==> config.mk <==
export PLATFORM = sky130hd
export DESIGN_NAME = alarm_grader
export DESIGN_NICKNAME = d
export VERILOG_FILES = /design/src/rtl/alarm_grader_pkg.sv /design/src/rtl/alarm_chan.sv /design/src/rtl/alarm_evt_fifo.sv /design/src/rtl/alarm_grader.sv
export SDC_FILE = /design/constraint.sdc
export NUM_CORES = 1
export LEC_CHECK = 0
export ABC_AREA = 1
export BUFFER_PORTS_ARGS = -buffer_cell sky130_fd_sc_hd__buf_2
export CORE_ASPECT_RATIO = 1.1
export CORE_MARGIN = 2
export CORE_UTILIZATION = 25
export DETAILED_ROUTE_END_ITERATION = 10
export PLACE_DENSITY = 0.5
export SKIP_LAST_GASP = 1
export SYNTH_ARGS = -nofsm -noshare
export SYNTH_HDL_FRONTEND = slang
export SYNTH_SLANG_ARGS = --single-unit
==> constraint.sdc <==
create_clock -name clk -period 5.35 [get_ports clk]
set_clock_uncertainty 0.15 [all_clocks]
set_input_delay 0.535 -clock clk [delete_from_list [all_inputs] [get_ports clk]]
set_output_delay 0.535 -clock clk [all_outputs]
set_load 0.01 [all_outputs]
==> src/rtl/alarm_grader_pkg.sv <==
package alarm_grader_pkg;
    typedef enum logic [1:0] {
        GR_NONE = 2'd0,
        GR_INFO = 2'd1,
        GR_WARN = 2'd2,
        GR_CRIT = 2'd3
    } grade_e;
endpackage

==> src/rtl/alarm_chan.sv <==
module alarm_chan #(
    parameter int VW = 16,
    parameter int CW = 4,
    parameter int HW = 8,
    parameter int SW = 8
) (
    input  logic          clk,
    input  logic          rst_n,
    input  logic          smp_vld,
    input  logic [VW-1:0] smp_val,
    input  logic [VW-1:0] warn_hi,
    input  logic [VW-1:0] warn_lo,
    input  logic [VW-1:0] crit_hi,
    input  logic [CW-1:0] raise_n,
    input  logic [CW-1:0] esc_n,
    input  logic [CW-1:0] clr_n,
    input  logic [HW-1:0] holdoff,
    input  logic          parent_alarm,
    input  logic          grant,
    output logic          req,
    output logic          ev_clear,
    output logic [1:0]    ev_grade,
    output logic          alarm,
    output logic [SW-1:0] supp_cnt
);
    import alarm_grader_pkg::*;

    typedef struct packed {
        logic [1:0]    grade;
        logic [CW-1:0] run;
        logic [CW-1:0] crit;
        logic [CW-1:0] clr;
        logic [HW-1:0] hold;
        logic [SW-1:0] supp;
    } chan_st_t;

    chan_st_t st_d, st_q;

    logic          above_w, above_c, below_lo;
    logic [CW-1:0] run_nx, crit_nx, clr_nx;
    logic [1:0]    target;
    logic          want_raise, want_clear, change;

    always_comb begin
        st_d     = st_q;
        above_w  = smp_val >= warn_hi;
        above_c  = smp_val >= crit_hi;
        below_lo = smp_val < warn_lo;
        run_nx   = st_q.run;
        crit_nx  = st_q.crit;
        clr_nx   = st_q.clr;
        if (smp_vld) begin
            if (above_w)
                run_nx = (st_q.run == '1) ? st_q.run : st_q.run + 1'b1;
            else if (below_lo)
                run_nx = '0;
            crit_nx = above_c  ? ((st_q.crit == '1) ? st_q.crit : st_q.crit + 1'b1) : '0;
            clr_nx  = below_lo ? ((st_q.clr  == '1) ? st_q.clr  : st_q.clr  + 1'b1) : '0;
        end
        if (crit_nx >= raise_n)
            target = GR_CRIT;
        else if (run_nx >= esc_n)
            target = GR_WARN;
        else if (run_nx >= raise_n)
            target = GR_INFO;
        else
            target = GR_NONE;

        want_raise = smp_vld && (target > st_q.grade);
        want_clear = smp_vld && (st_q.grade != GR_NONE) && (clr_nx >= clr_n) && !want_raise;
        change     = want_clear || (want_raise && !parent_alarm);
        req        = change && (st_q.hold == '0);
        ev_clear   = want_clear;
        ev_grade   = want_clear ? st_q.grade : target;

        st_d.run  = run_nx;
        st_d.crit = crit_nx;
        st_d.clr  = clr_nx;
        if (grant) begin
            st_d.grade = want_clear ? GR_NONE : target;
            st_d.hold  = holdoff;
        end else if (st_q.hold != '0) begin
            st_d.hold = st_q.hold - 1'b1;
        end
        if (change && (st_q.hold != '0) && (st_q.supp != '1))
            st_d.supp = st_q.supp + 1'b1;
    end

    always_ff @(posedge clk or negedge rst_n) begin
        if (!rst_n) st_q <= '0;
        else        st_q <= st_d;
    end

    assign alarm    = st_q.grade != GR_NONE;
    assign supp_cnt = st_q.supp;

    AST_GRANT_OUT_OF_HOLDOFF: assert property (@(posedge clk) disable iff (!rst_n)
        grant |-> (st_q.hold == '0));
    AST_GRANT_HAS_REQ: assert property (@(posedge clk) disable iff (!rst_n)
        grant |-> req);
    AST_NO_RAISE_UNDER_PARENT: assert property (@(posedge clk) disable iff (!rst_n)
        (grant && !ev_clear) |-> !parent_alarm);
    AST_GRADE_NEVER_DROPS: assert property (@(posedge clk) disable iff (!rst_n)
        (st_q.grade != GR_NONE && !(grant && ev_clear)) |=> st_q.grade >= $past(st_q.grade));
endmodule

==> src/rtl/alarm_evt_fifo.sv <==
module alarm_evt_fifo #(
    parameter int EW    = 21,
    parameter int DEPTH = 4,
    localparam int PW   = (DEPTH > 1) ? $clog2(DEPTH) : 1,
    localparam int NW   = $clog2(DEPTH + 1)
) (
    input  logic          clk,
    input  logic          rst_n,
    input  logic          push,
    input  logic [EW-1:0] wdata,
    input  logic          pop,
    output logic          nonempty,
    output logic [EW-1:0] rdata,
    output logic          overflow
);
    typedef struct packed {
        logic [DEPTH-1:0][EW-1:0] mem;
        logic [PW-1:0]            wr;
        logic [PW-1:0]            rd;
        logic [NW-1:0]            cnt;
        logic                     ovf;
    } fifo_st_t;

    fifo_st_t st_d, st_q;
    logic     full, do_push, do_pop;

    always_comb begin
        st_d    = st_q;
        full    = st_q.cnt == NW'(DEPTH);
        do_push = push && !full;
        do_pop  = pop && (st_q.cnt != '0);
        if (push && full)
            st_d.ovf = 1'b1;
        if (do_push) begin
            st_d.mem[st_q.wr] = wdata;
            st_d.wr = (st_q.wr == PW'(DEPTH - 1)) ? '0 : st_q.wr + 1'b1;
        end
        if (do_pop)
            st_d.rd = (st_q.rd == PW'(DEPTH - 1)) ? '0 : st_q.rd + 1'b1;
        if (do_push && !do_pop)
            st_d.cnt = st_q.cnt + 1'b1;
        else if (do_pop && !do_push)
            st_d.cnt = st_q.cnt - 1'b1;
    end

    always_ff @(posedge clk or negedge rst_n) begin
        if (!rst_n) st_q <= '0;
        else        st_q <= st_d;
    end

    assign nonempty = st_q.cnt != '0;
    assign rdata    = st_q.mem[st_q.rd];
    assign overflow = st_q.ovf;

    AST_FILL_BOUNDED: assert property (@(posedge clk) disable iff (!rst_n)
        st_q.cnt <= NW'(DEPTH));
    AST_OVERFLOW_STICKY: assert property (@(posedge clk) disable iff (!rst_n)
        st_q.ovf |=> st_q.ovf);
    AST_FULL_PUSH_FLAGS: assert property (@(posedge clk) disable iff (!rst_n)
        (push && st_q.cnt == NW'(DEPTH) && !pop) |=> (st_q.ovf && $stable(st_q.cnt)));
endmodule

==> src/rtl/alarm_grader.sv <==
module alarm_grader #(
    parameter int NCH   = 4,
    parameter int VW    = 16,
    parameter int TW    = 16,
    parameter int CW    = 4,
    parameter int HW    = 8,
    parameter int SW    = 8,
    parameter int DEPTH = 4,
    localparam int CHW  = (NCH > 1) ? $clog2(NCH) : 1,
    parameter logic [NCH-1:0]     PARENT_EN  = 4'b0110,
    parameter logic [NCH*CHW-1:0] PARENT_IDX = '0
) (
    input  logic              clk,
    input  logic              rst_n,
    input  logic [NCH-1:0]    smp_vld_i,
    input  logic [NCH*VW-1:0] smp_val_i,
    input  logic [TW-1:0]     ts_i,
    input  logic [NCH*VW-1:0] warn_hi_i,
    input  logic [NCH*VW-1:0] warn_lo_i,
    input  logic [NCH*VW-1:0] crit_hi_i,
    input  logic [CW-1:0]     raise_cnt_i,
    input  logic [CW-1:0]     esc_cnt_i,
    input  logic [CW-1:0]     clr_cnt_i,
    input  logic [HW-1:0]     holdoff_i,
    input  logic              evt_pop_i,
    output logic              evt_valid_o,
    output logic [TW-1:0]     evt_ts_o,
    output logic [CHW-1:0]    evt_ch_o,
    output logic [1:0]        evt_grade_o,
    output logic              evt_clear_o,
    output logic              overflow_o,
    output logic [NCH*SW-1:0] supp_cnt_o
);
    localparam int EW = TW + CHW + 3;

    logic [NCH-1:0]   req, gnt, alarm, par_al, ev_clear;
    logic [NCH*2-1:0] ev_grade;
    logic [EW-1:0]    wdata, rdata;
    logic             push;
    logic [CHW-1:0]   win_ch;
    logic [1:0]       win_grade;
    logic             win_clear;

    for (genvar g = 0; g < NCH; g++) begin : g_chan
        if (PARENT_EN[g]) begin : g_dep
            assign par_al[g] = alarm[PARENT_IDX[g*CHW +: CHW]];
        end else begin : g_root
            assign par_al[g] = 1'b0;
        end

        alarm_chan #(.VW(VW), .CW(CW), .HW(HW), .SW(SW)) u_chan (
            .clk          (clk),
            .rst_n        (rst_n),
            .smp_vld      (smp_vld_i[g]),
            .smp_val      (smp_val_i[g*VW +: VW]),
            .warn_hi      (warn_hi_i[g*VW +: VW]),
            .warn_lo      (warn_lo_i[g*VW +: VW]),
            .crit_hi      (crit_hi_i[g*VW +: VW]),
            .raise_n      (raise_cnt_i),
            .esc_n        (esc_cnt_i),
            .clr_n        (clr_cnt_i),
            .holdoff      (holdoff_i),
            .parent_alarm (par_al[g]),
            .grant        (gnt[g]),
            .req          (req[g]),
            .ev_clear     (ev_clear[g]),
            .ev_grade     (ev_grade[g*2 +: 2]),
            .alarm        (alarm[g]),
            .supp_cnt     (supp_cnt_o[g*SW +: SW])
        );
    end

    always_comb begin
        gnt       = req & (~req + 1'b1);
        push      = |req;
        win_ch    = '0;
        win_grade = '0;
        win_clear = 1'b0;
        for (int i = 0; i < NCH; i++) begin
            if (gnt[i]) begin
                win_ch    = CHW'(i);
                win_grade = ev_grade[i*2 +: 2];
                win_clear = ev_clear[i];
            end
        end
        wdata = {ts_i, win_ch, win_grade, win_clear};
    end

    alarm_evt_fifo #(.EW(EW), .DEPTH(DEPTH)) u_fifo (
        .clk      (clk),
        .rst_n    (rst_n),
        .push     (push),
        .wdata    (wdata),
        .pop      (evt_pop_i),
        .nonempty (evt_valid_o),
        .rdata    (rdata),
        .overflow (overflow_o)
    );

    assign {evt_ts_o, evt_ch_o, evt_grade_o, evt_clear_o} = rdata;

    AST_SINGLE_GRANT: assert property (@(posedge clk) disable iff (!rst_n)
        $onehot0(gnt));
    AST_GRANT_LOWEST: assert property (@(posedge clk) disable iff (!rst_n)
        (req != '0) |-> (gnt != '0 && (req & (gnt - 1'b1)) == '0));
    AST_RECORD_VISIBLE: assert property (@(posedge clk) disable iff (!rst_n)
        push |=> evt_valid_o);
endmodule

# After elaboration in Yosys (flattened, before gate mapping)
# Cells that the tools add are included.
[totals]
regBits = 212
out_inout_bits = 55
elab_cells = 268
inputBits = 299
[classes]
add_sub_neg = 25
bitwise = 2
n_mux = 88
n_eq_ne = 19
order_cmp = 35
reduce_logical = 67
[ops]
columns = ["operator", "count"]
rows = [
  ["$mux 4", 40],
  ["$ge 16x16->1", 8],
  ["$bwmux 84", 1],
  ["$ge 4x4->1", 16],
  ["$lt 16x16->1", 4],
  ["$mux 8", 8],
  ["$add 4x1->4 const B", 13],
  ["$eq 4x4->1 const B", 12],
  ["$mux 2", 24],
  ["$bmux 21 s2", 1],
  ["$demux 21 s2", 1],
  ["$mux 21", 2],
  ["$logic_and 1x1->1", 36],
  ["$add 8x1->8 const B", 4],
  ["$logic_not 8->1", 4],
  ["$ne 8x8->1 const B", 4],
  ["$reduce_bool 8->1", 4],
  ["$sub 8x1->8 const B", 4],
  ["$reduce_bool 2->1", 9],
  ["$mux 1", 9],
  ["$gt 2x2->1", 4],
  ["$logic_not 1->1", 8],
  ["$lt 2x3->1 const B", 2],
  ["$mux 3", 2],
  ["11 further kinds", 16],
]

# Longest topological paths before layout
# Gate-level depths: netlist (run 1).
[logic_depth]
depth_word = 22
depth_mapped = 39
depth_no_buf = 39

# By module
# Synthesis (run 1) repeated with hierarchy kept, for this count alone.
[hier_totals]
hier_cells = 2544
hier_area_um2 = 18639.1
[by_module_without_submodules]
columns = ["mod", "instances", "seq_area_each_um2", "area_per_inst_um2", "cells_each"]
rows = [
  ["alarm_chan at g_chan[0].u_chan ...", 3, 750.7, 3419.5, 477],
  ["alarm_evt_fifo", 1, 2302.2, 4704.5, 586],
  ["alarm_chan at g_chan[2].u_chan", 1, 750.7, 3473.3, 491],
  ["alarm_grader", 1, 0.0, 202.7, 36],
]

# Worst setup path before layout (run 1)
# OpenSTA, ideal clock, no wires.
[synth_path]
path_type = "input port to flip-flop"
start = "in warn_hi_i[47]"
end = "reg u_fifo.st_q[3] (netlist bit)"
n_path_buf = 0
setup_time_ns = 0.131
t_arrival_ns = 4.999
setup_slack_ns = 0.070
cell_stages = 37
required_time_ns = 5.069
path_cell_list = "inv_1 ha_1 nand2_1 inv_1 nand3_1 nor2_1 and3_1 inv_1 nand3_1 nand2_1 mux2i_1 o21ai_0 ha_1 a21boi_0 o21ai_0 nand2_1 a21oi_1 o21ai_0 nand2_1 inv_1 ha_1 nand2_1 nand2_1 nor2_1 a211oi_1 nand2_1 nand2_1 nand2_2 nand4_4 nand2_8 inv_12 ha_1 inv_1 fa_1 a21oi_1 o21ai_0 xor2_1"
[synth_via]
elab_chain_len = 18
word_cells_on_any_way = 22
cone_classes = "order compare (4); mux (6); reduce/logical (12)"
[synth_rtl]
columns = ["element", "line_no", "text"]
rows = [
  ["from (decl)", "alarm_grader.sv:18", "input logic [NCH*VW-1:0] warn_hi_i,"],
  ["$ge 16x16->1 (*)", "alarm_chan.sv:46", "above_w = smp_val >= warn_hi;"],
  ["$mux 4 (*)", "alarm_chan.sv:53", "if (above_w)"],
  ["$mux 4 (*)", "alarm_chan.sv:52", "if (smp_vld) begin"],
  ["net g_chan[2].u_chan.run_nx[1]", "alarm_chan.sv:40", "logic [CW-1:0] run_nx, crit_nx, clr_nx;"],
  ["$ge 4x4->1", "alarm_chan.sv:64", "else if (run_nx >= raise_n)"],
  ["$mux 1", "alarm_chan.sv:64", ""],
  ["$mux 2 (*)", "alarm_chan.sv:62", "else if (run_nx >= esc_n)"],
  ["$mux 2 (*)", "alarm_chan.sv:60", "if (crit_nx >= raise_n)"],
  ["(+4 left out)", "n/a", ""],
  ["$logic_or 1x1->1 (*)", "alarm_chan.sv:71", "change = want_clear || (want_raise && !parent_alarm);"],
  ["$logic_and 1x1->1 (*)", "alarm_chan.sv:72", "req = change && (st_q.hold == '0);"],
  ["$reduce_or 4->1 (*)", "alarm_grader.sv:75", "push = |req;"],
  ["$logic_and 1x1->1 (*)", "alarm_evt_fifo.sv:30", "do_push = push && !full;"],
  ["net u_fifo.do_push", "alarm_evt_fifo.sv:25", "logic full, do_push, do_pop;"],
  ["$logic_not 1->1", "alarm_evt_fifo.sv:42", "else if (do_pop && !do_push)"],
  ["$logic_and 1x1->1", "alarm_evt_fifo.sv:42", ""],
  ["$reduce_bool 2->1 (no source line)", "n/a", ""],
  ["to (signal assigned)", "alarm_evt_fifo.sv:48", "else st_q <= st_d;"],
  ["to (decl)", "alarm_evt_fifo.sv:24", "fifo_st_t st_d, st_q;"],
]
# The timed path passes the listed nets; every way through them passes the cells marked *.
# A chain may end at the register's enable or synchronous reset.

==> results.md, run 1 <==
* Largest net degree at the start of global routing at 93
* Syn avg cell area at 7.708 um^2
* Hold Startpoint: ts_i[7]
* Port Buffers at between 300 and 400
* RR Startpoint: g_chan[1].u_chan.st_q[20]
* Slowest cell on crit path: fa_2
* Mux share of post-synthesis cell area at 0.4441%
* Critical Path Source Type: input port
* Detailed-routed wire length on met3 at ~1800 um
* Nets at around 3300
* Asr flop ratio synth at 100.0%
* Max FO, Critical Path at 4
* Residual DRC at 0
* Initial DRC Count at 656
* Root buf cell: clkbuf_16
* Drt first pass iters at 4
* Htree depth at 1
* Synth warnings at 0
* R2R setup slack at 0.70 ns
* Worst-case clock buffer depth at 3
* Hold EP: u_fifo.st_q[83]
* Routed vias at approximately 16000
* Vias in the first global route at roughly 16000
* Wire length on met1 at roughly 23000 um
* Hold Fails Final Rpt at 0
* Top post-synthesis cells by area: dfrtp_1, ha_1, nand2_1, inv_1, a21oi_1
* Peak per-stage delay on the critical path at ~0.43 ns
* Ports at approximately 350
* Global Route Usage Sum at between 10 and 15%
* Run status: complete, no violations
* Peak VDD IR at approximately 0.29 mV
* Critical Path RT at around 5.7 ns
* Crit-path most repeated cell: nand2_1
* First-pass GRT wire length at a little over 80000 um
* Congestion Overflow GR at 0
* Top Layer Used: met5
* Initial antenna violation count at 6
* Post-layout util at 31.77%
* Distinct cells, synth at 58
* Synth top area share at 30.37%
* Xor and xnor fraction of the mapped netlist area at under 10%
* FF-to-FF End: u_fifo.st_q[2]
* CTS tree: built
* Final Max Tran Viols at 0
* Main combinational cell family by area after synthesis: simple AND/OR/NAND/NOR gates
* Die Area at approximately 72000 um^2
* DP HPWL at 38550 um
* Hold Path Class: in -> reg
* FMAX at between 200 and 250 MHz
* Core Region at 69130 um^2
* Total Power at 6.818 mW
* Top_reg_cell synth: dfrtp_1
* TritonCTS Buffers at 28
* Pwr dens at a little over 300 nW/um^2
* Synthesized instance count at around 2300
* Layout area overhead at 25.72%
* Crit Path Class: in -> reg
* Avg WL per Cell at 13.62 um
* Slew HR at around two fifths
* Arrival time at the worst endpoint at around 5.2 ns
* Starting density of the core at 25.27%
* Register area share after synthesis at 30.37%
* Mapped Area at approximately 17000 um^2
* Share of layout cells above drive strength 1 at about 22%
* Met2 routed WL at 24250 um
* RD Place Congestion at between 0.8 and 0.9
* Count of maximum capacitance violations at 0
* Die W at 256.0 um
* Synth Area in Adders at between 20 and 25%
* R2R depth at 29
* CTS Sinks at approximately 210
* Antenna-violating nets left at 0
* EDFF count, synth at 0
* Num rows at between 100 and 150
* Post-layout min period at 4.882 ns
* Total nets after synthesis at roughly 2900
* Final WL at roughly 50000 um
* Worst-Margin Slew at between 0.8 and 0.9 ns
* Synth Area in Compound Gates at approximately an eighth
* Tcrit/Tclk final at 91.26%
* Cell taking the most area after synthesis: dfrtp_1
* Synth Register Bits at around 210
* Post-Synth Simple-Gate Area at between 20% and 30%
* Critical path endpoint category: flip-flop
* # setup viols final at 0
* Clk Latency, worst-skew pair at 0.59 ns
* Reg clk slew, reported paths at roughly 0.060 ns
* Worst hold path depth at 3
* LEAKAGE at between 10 and 15 nW
* Via density at roughly 4.3
* Die height at between 200 and 300 um
==> state kept, by name, summed over array words and instances, names as in the netlist <==
signal	flops
u_fifo.overflow	1
g_chan.u_chan.st_q	88
u_fifo.st_q	91
g_chan.u_chan.supp_cnt	32
==> critical path: cells and delay by family <==
kind | cells | cell delay, ns
compound gates | 9 | 0.96
fa+ha+maj | 5 | 1.42
buf+inv | 6 | 0.56
mux | 2 | 0.46
simple gates | 14 | 1.26
==> what timing repair did <==
action | CTS | global route
hold buffers | 1 | 0
resized for setup | 0 | 22
endpoints found under the setup margin | 0 | 91
buffers inserted | 0 | 1
endpoints found under the hold margin | 68 | 0
==> logic make-up after synthesis <==
kind of cell,count (synthesis)
AND/OR/NAND/NOR,842
buffers and inverters,469
AO/OA/AOI/OAI,383
adder cells (fa/ha/maj),286
flip-flops,212
XOR/XNOR,67
multiplexers,7
==> layout by cell type, fill, tap and decap left out, types with 6 or more instances in the layout <==
master,count
buf_4,117
o21ai_1,16
a21oi_1,132
nand3_1,88
nor2_1,129
dfrtp_1,212
a21boi_0,7
mux2_2,6
xor2_1,32
nand2_2,30
a211oi_1,6
nand2_4,6
xnor2_1,35
nand3_2,6
o211ai_1,18
o22ai_1,36
nand4_1,37
nor2_2,7
o31ai_1,7
clkbuf_16,28
inv_1,390
nor2_4,6
buf_2,352
nand2_1,485
o221ai_1,11
nor3_1,25
o21ai_0,123
ha_1,285
==> per-stage QoR <==
stage	std cells	worst slack (ns)	setup TNS [ns]	hold WS, ns	area, um^2
2_1_floorplan	2266	0.06989	0	0.08941	17470
3_3_place_gp	3595	-0.3732	-1.522	0.2982	20860
3_5_place_dp	3595	-0.4044	-3.346	0.3032	20860
4_1_cts	3647	0.2265	0	0.01449	21880
5_1_grt	3653	-0.01815	-0.02182	0.03080	21960
6_report	3653	0.4675	0	0.04344	21960
==> final cells by class <==
| class | instances | area [um^2] |
|---|---|---|
| flip-flops and latches | 212 | 5305 |
| multi-input cells | 1585 | 10200 |
| clock buffers | 38 | 788.3 |
| diodes | 5 | 12.51 |
| well taps | 927 | 1160 |
| repair buffers | 476 | 2765 |
| inverters | 397 | 1503 |
| fillers | 7542 | 47170 |
| clock inverters | 13 | 224.0 |
==> routing by layer <==
metal	up-vias	global-route usage, %
met5	-	0
met4	2	2.864
met3	43	1.831
met2	234	24.64
met1	7095	17.51
li1	8281	-
==> where the power goes <==
part / internal, mW / switching, mW / leakage [nW] / total (mW)
Combinational: 1.14 / 1.49 / 9.08 / 2.63
Clock: 1.27 / 0.782 / 0.489 / 2.06
Sequential: 1.86 / 0.272 / 2.73 / 2.13
==> cells in the mapped netlist, types with 3 or more instances <==
| master | n |
|---|---|
| a211oi_1 | 7 |
| a21boi_0 | 7 |
| a21oi_1 | 137 |
| and2_1 | 3 |
| buf_2 | 3 |
| buf_4 | 42 |
| buf_6 | 8 |
| clkbuf_1 | 16 |
| dfrtp_1 | 212 |
| ha_1 | 285 |
| inv_1 | 390 |
| inv_2 | 5 |
| mux2_2 | 6 |
| nand2_1 | 489 |
| nand2_2 | 26 |
| nand2_4 | 6 |
| nand3_1 | 89 |
| nand3_2 | 5 |
| nand4_1 | 37 |
| nor2_1 | 131 |
| nor2_2 | 5 |
| nor2_4 | 6 |
| nor3_1 | 25 |
| nor3_2 | 3 |
| o211ai_1 | 18 |
| o21ai_0 | 128 |
| o21ai_1 | 11 |
| o21bai_1 | 5 |
| o221ai_1 | 11 |
| o22ai_1 | 36 |
| o31ai_1 | 7 |
| o32ai_1 | 4 |
| or2_2 | 3 |
| or3_1 | 4 |
| xnor2_1 | 35 |
| xor2_1 | 32 |
==> worst max-delay path by stage <==
stage,from,to,cells after the start
after floorplan,warn_hi_i[47],u_fifo.st_q[3],37
after global placement,smp_val_i[35],u_fifo.st_q[3],38
after detailed placement,smp_val_i[35],u_fifo.st_q[3],38
after CTS,smp_val_i[35],u_fifo.st_q[3],38
after global routing,smp_val_i[35],u_fifo.st_q[3],35
final,smp_val_i[35],u_fifo.st_q[2],36
Note: power is estimated with default switching activity, not from simulation.
==> run 2, diff against run 1 <==
--- a/config.mk
+++ b/config.mk
@@ -5,7 +5,6 @@
 export SDC_FILE = /design/constraint.sdc
 export NUM_CORES = 1
 export LEC_CHECK = 0
-export ABC_AREA = 1
 export BUFFER_PORTS_ARGS = -buffer_cell sky130_fd_sc_hd__buf_2
 export CORE_ASPECT_RATIO = 1.1
 export CORE_MARGIN = 2
==> run 2 against run 1 <==
The flow now finishes with violations (hold timing). Worst setup slack lost 0.45 ns. Sequential cell count is the same. Die area shrank 1.7%. Worst hold slack lost 0.065 ns. Fmax shrank 8.5%. Critical endpoint is now u_fifo.st_q[3]. Largest cell class unchanged. Largest power group unchanged. Highest routed layer unchanged.
==> results.md, run 2 <==
* Synthesized instance count at 1796 (-21%)
* Main combinational cell family by area after synthesis: adder cells
* Crit-path most repeated cell: ha_4
* Post-layout min period at 5.334 ns (+0.4519 ns)
* Most frequent cells in the layout: buf_2, ha_1, inv_1
* Top delay family on crit path: compound AO/OA/AOI/OAI gates
* RD Place Congestion at 0.8878 (+6.2%)
* Count of maximum capacitance violations at 0 (unchanged)
* Syn avg cell area at 9.557 um^2 (+24%)
* Starting density of the core at 25.31% (+0.043 points)
* Failing checks: hold timing
* Initial DRC Count at 617 (-5.9%)
* Peak per-stage delay on the critical path at 0.33 ns (-0.10 ns)
* Die W at 253.8 um (-0.85%)
* Synth Area in Compound Gates at 14.83% (+2.4 points)
* Register area share after synthesis at 30.91% (+0.53 points)
* Hold_buf cts at 0 (-1)
* Hold Path Class: in -> async
* Asr flop ratio synth at 100.0% (unchanged)
* Cell taking the most area after synthesis: dfrtp_1
* Worst-Margin Slew at 1.044 ns (+0.1516 ns)
* TritonCTS Buffers at 25 (-11%)
* EDFF count, synth at 0 (unchanged)
* Total nets after synthesis at 2381 (-16%)
* Ports at 354 (unchanged)
* Most frequent cell after synthesis: ha_1
* Drt first pass iters at 5 (+1)
* Slowest cell on crit path: fa_2
* Hold Fails Final Rpt at 4 (+4)
* Die Area at 70770 um^2 (-1.7%)
* Worst setup margin at 0.01561 ns (-0.4519 ns)
* Congestion Overflow GR at 0 (unchanged)
* Critical Path Source Type: input port
* Layout area overhead at 38.17%
* Residual DRC at 0 (unchanged)
* Share of layout cells above drive strength 1 at 36.88% (+14 points)
* Routed vias at 15070 (-3.7%)
* Top cells by count, synth: ha_1, inv_1, dfrtp_1
* Global Route Usage Sum at 13.69% (-0.036 points)
* Largest net degree at the start of global routing at 126 (+35%)
* Synth Area in Adders at 20.89% (+0.36 points)
* Hold Slack at -0.02199 ns (-0.06543 ns)
* Pwr dens at 265.4 nW/um^2 (-15%)
* Final Max Tran Viols at 0 (unchanged)
* First-pass GRT wire length at 79320 um (-1.6%)
* Nets at 2948 (-10%)
* Top_reg_cell synth: dfrtp_1
* Peak VDD IR at 0.2315 mV (-19%)
* # setup viols final at 0 (unchanged)
* R2R setup slack at 0.49 ns (-0.21 ns)
* Post-Synth Simple-Gate Area at 13.47% (-7.9 points)
* Worst-case clock buffer depth at 3 (unchanged)
* RR Startpoint: g_chan[1].u_chan.st_q[20]
* Tcrit/Tclk final at 99.71% (+8.4 points)
* CTS tree: built
* Largest register FFs at 91 (unchanged)
* Arrival time at the worst endpoint at 5.66 ns (+0.45 ns)
* Filler cell count at 6930 (-8.1%)
* Clk Latency, worst-skew pair at 0.56 ns (-0.03 ns)
* DP HPWL at 39470 um (+2.4%)
* Mapped Area at 17170 um^2 (-1.7%)
* Reg clk slew, reported paths at 0.06 ns (about the same)
* Top post-synthesis cells by area: dfrtp_1, ha_1, inv_1, mux2_4, o21ai_0
* Die height at 278.8 um (-0.86%)
* Core Region at 67820 um^2 (-1.9%)
* Avg WL per Cell at 15.35 um (+13%)
* R2R depth at 24 (-17%)
* Max FO, Critical Path at 8 (+4)
* Via density at 4.565 (+6.5%)
* Synth top area share at 30.91% (+0.53 points)
* Antenna-violating nets left at 0 (unchanged)
* FMAX at 187.5 MHz (-8.5%)
* Worst slack, placed at -1.042 ns (-0.6380 ns)
* Distinct cells, synth at 77 (+33%)
* Largest register by flop count: u_fifo.st_q
* FF-to-FF End: u_fifo.st_q[3]
* Port Buffers at 353 (unchanged)
* Final WL at 50670 um (+1.8%)
* Crit Path Class: in -> reg
* Vias in the first global route at 15680 (-0.045%)
* WP buf/inv at 5 (-1)
* RSZ-0062 raised after global routing: true
* Post-layout util at 34.97% (+3.2 points)
* Xor and xnor fraction of the mapped netlist area at 2.704% (-0.66 points)
* Root buf cell: clkbuf_16
* Synth Register Bits at 212 (unchanged)
* Htree depth at 1 (unchanged)
* Initial antenna violation count at 4 (-2)
* Critical Path RT at 5.68 ns (about the same)
* Mux share of post-synthesis cell area at 9.571% (+9.1 points)
* Run status: complete, but fails checks
* CTS Sinks at 212 (unchanged)
* LEAKAGE at 12.41 nW (+0.89%)
* Num rows at 100 (-0.99%)
* Slew HR at 30.38% (-10 points)
* Critical path endpoint category: flip-flop
* Commonest non-fill, non-tap cell in the layout: buf_2
* Synth warnings at 0 (unchanged)
==> run 2: cell count changes after synthesis, sizes merged, moves of 32 or more <==
cell,change
nand2,-401
a21oi,-39
inv,-154
nor2,-75
mux2,+73
nand3,-50
nand2b,+32
a21o,+50
==> run 2: final cells by class <==
cell class / instances / area [um^2] / area share [%]
inverter: 242 / 915.9 / 3.862
clock inverter: 15 / 289.0 / 1.219
sequential: 212 / 5305 / 22.37
tap: 918 / 1149 / 4.843
antenna: 3 / 7.507 / 0.03165
clock buffer: 30 / 674.4 / 2.844
multi-input combinational: 1284 / 11410 / 48.11
timing repair buffer: 598 / 3965 / 16.72
==> run 2: through the flow <==
stage	area [um^2]	hold slack [ns]	power (mW)	TNS, ns	instances
2_1_floorplan	17320	0.08941	3.308	-10.42	1796
3_3_place_gp	21500	0.2890	4.055	-92.72	3217
3_5_place_dp	21500	0.2927	4.115	-104.20	3217
4_1_cts	22680	0.04204	6.233	-0.2225	3264
5_1_grt	23720	0.07454	6.759	-11.13	3302
6_report	23720	-0.02199	6.295	0	3302
==> run 2: routing by layer <==
layer	vias up	global-route usage [%]	wire length [um]
met4	2	3.771	986
met5	-	0	13
li1	7531	-	-
met1	7229	16.56	21870
met3	61	1.482	1840
met2	250	25.40	25960
==> run 2: power by group <==
group / internal (mW) / switching (mW)
Clock: 1.25 / 0.755
Sequential: 1.81 / 0.257
Combinational: 1.12 / 1.10
Total: 4.18 / 2.11
==> run 2: cells by family (layout without fill, tap and decap cells) <==
family / count (synthesis) / after routing
and+or+nand+nor: 438 / 438
AOI/OAI and AO/OA: 397 / 397
buffers and inverters: 300 / 885
adders and majority gates: 286 / 286
DFF: 212 / 212
muxes: 110 / 110
xor gates and xnor gates: 53 / 53
other: 0 / 3
==> run 2: how the worst max path moves through the flow <==
stage                                  to     startpoint  cells after the start  slack [ns]
after floorplan            u_fifo.st_q[3]  warn_hi_i[16]                     29       -0.50
after global placement    u_fifo.st_q[52]  smp_val_i[16]                     34       -0.95
after detailed placement  u_fifo.st_q[52]  smp_val_i[16]                     34       -1.04
after CTS                 u_fifo.st_q[52]  smp_val_i[16]                     33       -0.04
after global routing       u_fifo.st_q[3]  smp_val_i[17]                     31       -0.23
final                      u_fifo.st_q[3]  smp_val_i[16]                     32        0.02
==> run 2: timing repair <==
item / CTS / global route
setup endpoints to repair: 108 / 140
pin swaps: 36 / 52
resized for setup: 47 / 132
cloned: 0 / 9
buffers inserted: 5 / 28
